## src/rtl/sbag_pkg.sv

```systemverilog
package sbag_pkg;

    typedef enum logic [1:0] {
        ST_IDLE  = 2'd0,
        ST_BURST = 2'd1,
        ST_DONE  = 2'd2
    } sbag_state_e;

    typedef enum logic [1:0] {
        MODE_FIFO = 2'd0,
        MODE_CIRC = 2'd1,
        MODE_LIN  = 2'd2,
        MODE_NONE = 2'd3
    } sbag_mode_e;

    localparam logic [3:0] SEL_CIRC = 4'hE;
    localparam logic [3:0] SEL_LIN  = 4'hF;

endpackage

```

## src/rtl/sbag_classify.sv

```systemverilog
module sbag_classify
    import sbag_pkg::*;
(
    input  logic [3:0]  sel,
    output sbag_mode_e  mode,
    output logic [1:0]  fifo_idx
);
    always_comb begin
        fifo_idx = sel[1:0];
        if (sel == SEL_CIRC)
            mode = MODE_CIRC;
        else if (sel == SEL_LIN)
            mode = MODE_LIN;
        else if (sel[3:2] == 2'b00)
            mode = MODE_FIFO;
        else
            mode = MODE_NONE;
    end
endmodule

```

## src/rtl/sbag_step.sv

```systemverilog
module sbag_step
    import sbag_pkg::*;
#(
    parameter int LEN_W = 16,
    localparam int SZ_W = LEN_W + 1
) (
    input  sbag_mode_e        mode,
    input  logic [LEN_W-1:0]  offset,
    input  logic [SZ_W-1:0]   size_eff,
    input  logic [LEN_W-1:0]  remaining,
    output logic [LEN_W-1:0]  chunk,
    output logic [LEN_W-1:0]  next_offset
);
    logic [SZ_W-1:0] room;
    logic [SZ_W-1:0] reach;

    always_comb begin
        room  = size_eff - {1'b0, offset};
        chunk = remaining;
        if (mode == MODE_CIRC && room < {1'b0, remaining})
            chunk = room[LEN_W-1:0];
        reach = {1'b0, offset} + {1'b0, chunk};
        if (mode != MODE_CIRC)
            next_offset = offset;
        else if (reach >= size_eff)
            next_offset = '0;
        else
            next_offset = reach[LEN_W-1:0];
    end
endmodule

```

## src/rtl/sbag_top.sv

```systemverilog
module sbag_top
    import sbag_pkg::*;
#(
    parameter int ADDR_W = 32,
    parameter int LEN_W  = 16
) (
    input  logic              clk,
    input  logic              rst_n,
    input  logic              req_valid,
    output logic              req_ready,
    input  logic [ADDR_W-1:0] req_base,
    input  logic [LEN_W-1:0]  req_offset,
    input  logic [LEN_W-1:0]  req_size_m1,
    input  logic [LEN_W-1:0]  req_len,
    input  logic [3:0]        req_buf,
    output logic              bst_valid,
    input  logic              bst_ready,
    output logic [ADDR_W-1:0] bst_addr,
    output logic [LEN_W-1:0]  bst_len,
    output logic              bst_to_fifo,
    output logic [1:0]        bst_fifo_idx,
    output logic              done,
    output logic [LEN_W-1:0]  done_offset
);
    localparam int SZ_W = LEN_W + 1;

    sbag_state_e      state, state_nx;
    sbag_mode_e       in_mode, r_mode;
    logic [1:0]       in_fidx, r_fidx;
    logic [ADDR_W-1:0] r_base;
    logic [LEN_W-1:0] r_off, r_rem;
    logic [SZ_W-1:0]  r_size, in_size;
    logic [LEN_W-1:0] chunk, next_off;
    logic             accept, take, skip, last;

    sbag_classify u_cls (
        .sel      (req_buf),
        .mode     (in_mode),
        .fifo_idx (in_fidx)
    );

    sbag_step #(.LEN_W(LEN_W)) u_step (
        .mode        (r_mode),
        .offset      (r_off),
        .size_eff    (r_size),
        .remaining   (r_rem),
        .chunk       (chunk),
        .next_offset (next_off)
    );

    assign in_size = {1'b0, req_size_m1} + SZ_W'(1);
    assign accept  = (state == ST_IDLE) && req_valid;
    assign take    = (state == ST_BURST) && bst_ready;
    assign skip    = (req_len == '0) || (in_mode == MODE_NONE);
    assign last    = (r_rem == chunk);

    // state register
    always_ff @(posedge clk or negedge rst_n) begin
        if (!rst_n) state <= ST_IDLE;
        else        state <= state_nx;
    end

    always_comb begin
        state_nx = state;
        unique case (state)
            ST_IDLE:  if (accept) state_nx = skip ? ST_DONE : ST_BURST;
            ST_BURST: if (take && last) state_nx = ST_DONE;
            ST_DONE:  state_nx = ST_IDLE;
            default:  state_nx = ST_IDLE;
        endcase
    end

    // transfer context
    always_ff @(posedge clk or negedge rst_n) begin
        if (!rst_n) begin
            r_mode <= MODE_NONE;
            r_fidx <= '0;
            r_base <= '0;
            r_off  <= '0;
            r_rem  <= '0;
            r_size <= '0;
        end else if (accept) begin
            r_mode <= in_mode;
            r_fidx <= in_fidx;
            r_base <= req_base;
            r_rem  <= req_len;
            r_size <= in_size;
            if (in_mode == MODE_CIRC && req_len != '0 &&
                {1'b0, req_offset} >= in_size)
                r_off <= '0;
            else
                r_off <= req_offset;
        end else if (take) begin
            r_rem <= r_rem - chunk;
            r_off <= next_off;
        end
    end

    // outputs
    always_comb begin
        req_ready    = (state == ST_IDLE);
        bst_valid    = (state == ST_BURST);
        done         = (state == ST_DONE);
        done_offset  = r_off;
        bst_len      = chunk;
        bst_to_fifo  = (r_mode == MODE_FIFO);
        bst_fifo_idx = r_fidx;
        if (r_mode == MODE_FIFO)
            bst_addr = '0;
        else
            bst_addr = r_base + ADDR_W'(r_off);
    end
endmodule

```

## config.mk

```make
export PLATFORM = sky130hd
export DESIGN_NAME = sbag_top
export DESIGN_NICKNAME = d
export VERILOG_FILES = /design/src/rtl/sbag_pkg.sv /design/src/rtl/sbag_classify.sv /design/src/rtl/sbag_step.sv /design/src/rtl/sbag_top.sv
export SDC_FILE = /design/constraint.sdc
export NUM_CORES = 1
export LEC_CHECK = 0
export BUFFER_PORTS_ARGS = -buffer_cell sky130_fd_sc_hd__buf_2
export CAP_MARGIN = 20
export CORE_MARGIN = 2
export CORE_UTILIZATION = 40
export CTS_CLUSTER_DIAMETER = 150
export DETAILED_ROUTE_END_ITERATION = 10
export GPL_TIMING_DRIVEN = 0
export SYNTH_ARGS = -nofsm -noshare
export SYNTH_HDL_FRONTEND = slang
export SYNTH_SLANG_ARGS = --single-unit
```

## constraint.sdc

```tcl
create_clock -name clk -period 9.1 [get_ports clk]
set_input_delay 1.365 -clock clk [delete_from_list [all_inputs] [get_ports clk]]
set_output_delay 1.365 -clock clk [all_outputs]
set_load 0.01 [all_outputs]
```

==> results.ini <==
[run_status]
status=finished, final reports clean

[die]
dieArea_sq_mm=0.0224
die_w_microns=150
core_region_area_sq_mm=0.0209
die_h_microns=150
rows=53
initial_utilization=0.406
top_level_ports=158

[setup_path]
critPathSlowestCell=dfrtp_1
critPathTopFamily=compound AO/OA/AOI/OAI gates
critPathLaunch=done_offset[1]
crit_arrival_ns=8.69
rr_endpoint=done_offset[7]
regToRegStartpoint=done_offset[1]
crit_top_cell=ha_1
worst-setup-path-type=reg -> reg
cpPeakStageDelay_ns=0.57
cp.depth=38
reg2reg_setup_slack_ns=0.69
end_kind=register
path_buf_inv=4
ff2ff_path_depth=38
crit_required_ns=9.38
start_kind=register
worstSetupEndpoint=done_offset[7]
critPathMaxFanout=10

[timing]
worstMarginPinSlew_ns=0.956
period_needed_ns=8.41
tns_ns=0
setup_violations=0
fin_ws_ns=0.687
slew_headroom=0.362
drv_slew=0
skew_ns=0.00937
hold_viol=0
max_freq_mhz=119
finalCritPeriodShare=0.925

[synthesis]
synth_nets=1271
synth_top_area_share=0.251
synth-main-ff-cell=dfrtp_1
synth_area_sq_mm=0.00847
synth_cells=1066
avgSynthCellArea_sq_um=7.95
synthTopCellsByArea=dfrtp_1 25%, ha_1 17%, nand2_1 7.8%
synth_enable_flop_cells=0
synthArstFlopShare=1.00
synthDistinctLibCells=70
synth.ff_latch_count=87
seq_area_frac_synth=0.257
yosysTopAreaCell=dfrtp_1
yosysWarnings=0

[global_routing]
gr-usage-met3=0.0271
use_met1=0.318
top_usage_layer=met2
antenna_found_initial=1
grt.total_usage=0.226
met2_usage=0.369
grt_max_degree=71
grt_pass1_vias=7508
grt_overflow=0
grt_pass1_wl_microns=39400

[cts]
ctsHoldBuffers=0
clk_pin_slew_ns=0.08
clock-root-buffer=clkbuf_16
cts_max_level=3
cts_buffers=9
tritoncts=done
cts_sinks=87
cts_buffer_depth=2
worstSkewPairLatency_ns=0.36

[routing]
drc=0
vias_per_cell=5.33
wl_per_cell_microns=16.6
first_pass_iters=7
vias=8108
ant_nets=0
routed_wl_microns=25200
drt_iter0_markers=507

[finish]
area_delta_synth_final_pct=18.3
postLayoutCoreUtil=0.480
fill_cells=2148
layout_common_cells=175 x nand2_1, 158 x buf_2, 113 x ha_1, 89 x nor2_1, 85 x dfrtp_1
drive_gt1_frac=0.177
final_common_cell=nand2_1
finalNetCount=1446
stdcell_area_sq_mm=0.0100

[placement]
postPlaceCellArea_sq_mm=0.00963
numPortBuffers=157
dp_hpwl_microns=20400
place_ws_ns=-0.176
place_congestion=0.895

[flow_run]
maxCapViolCount=0

[min_path]
hp-class=reg -> reg

worst min-delay path by stage:
| stage | slack, ns | cells past startpoint | start | to |
|---|---|---|---|---|
| after CTS | 0.48 | 2 | bst_fifo_idx[0] | bst_fifo_idx[0] |
| after floorplan | 0.45 | 2 | r_base[0] | r_base[0] |
| after global placement | 0.46 | 2 | bst_fifo_idx[0] | bst_fifo_idx[0] |
| after global routing | 0.50 | 2 | bst_fifo_idx[0] | bst_fifo_idx[0] |
| after detailed placement | 0.47 | 2 | bst_fifo_idx[0] | bst_fifo_idx[0] |
| final | 0.48 | 2 | bst_fifo_idx[0] | bst_fifo_idx[0] |
layout make-up:
type	count	area [sq um]	area share
Antenna cell	1	2.50	0.000250
Buffer	32	153	0.0152
Clock buffer	9	225	0.0225
Clock inverter	7	86.3	0.00861
Inverter	76	285	0.0285
Multi-Input combinational cell	871	5890	0.587
Sequential cell	87	2180	0.217
Tap cell	275	344	0.0343
Timing Repair Buffer	164	861	0.0859
Yosys cell counts, drive strengths merged (2+ instances only):
| library cell | count |
|---|---|
| nand2 | 177 |
| ha | 113 |
| nor2 | 89 |
| dfrtp | 85 |
| o21ai | 84 |
| inv | 76 |
| a21oi | 67 |
| xnor2 | 36 |
| xor2 | 32 |
| a21o | 28 |
| nand3 | 27 |
| a22oi | 26 |
| clkbuf | 21 |
| nor2b | 16 |
| o21a | 15 |
| a211oi | 14 |
| and3 | 13 |
| nand4 | 13 |
| buf | 11 |
| nand2b | 10 |
| nor3 | 10 |
| a2111oi | 8 |
| nor4 | 8 |
| or3 | 8 |
| and2 | 6 |
| o21bai | 6 |
| a31oi | 5 |
| o211ai | 5 |
| o31a | 5 |
| fa | 4 |
| mux2 | 4 |
| mux2i | 4 |
| or2 | 4 |
| a221o | 3 |
| o2111ai | 3 |
| o31ai | 3 |
| a21boi | 2 |
| a32oi | 2 |
| dfstp | 2 |
| nor3b | 2 |
| o2111a | 2 |
| o311ai | 2 |
layer usage:
layer / part of all wire / up-vias / wire length [microns]
met5: 0 / - / 0
met3: 0.042 / 25 / 1060
met1: 0.48 / 3776 / 12100
met2: 0.46 / 185 / 11700
li1: - / 4122 / -
met4: 0.015 / 0 / 379
kinds of logic (layout without fill, tap and decap cells):
family	after synthesis	in the layout	share of synthesized area
and+or+nand+nor	388	388	0.205
AOI/OAI and AO/OA	289	289	0.227
adders and majority gates	117	117	0.176
buffers and inverters	108	288	0.0514
DFF	87	87	0.257
xor gates and xnor gates	69	69	0.0729
muxes	8	8	0.0109
other	0	1	0
worst min-delay path, cell delays in order (launching register included):
cell and delay, ns:
dfrtp_1 0.35, nand2_1 0.05, nand2_1 0.06
state kept, by name, summed over array words and instances (netlist names):
name and cells:
r_rem 16, state 2, r_size 17, bst_fifo_idx 2, r_base 32, done_offset 16
r_mode 2
through the flow:
stage | hold slack (ns) | std cells
after floorplan | 0.450 | 1066
after global placement | 0.456 | 1498
after detailed placement | 0.466 | 1499
after CTS | 0.484 | 1516
after global routing | 0.504 | 1522
final | 0.479 | 1522
what timing repair did:
action,in CTS,in global routing
gates resized for setup,2,7
pin swaps,1,4
buffers inserted,1,5
setup endpoints to repair,12,16
Power is not shown: default switching activity piles up to over one toggle a cycle in this logic, so the estimate is an artifact.
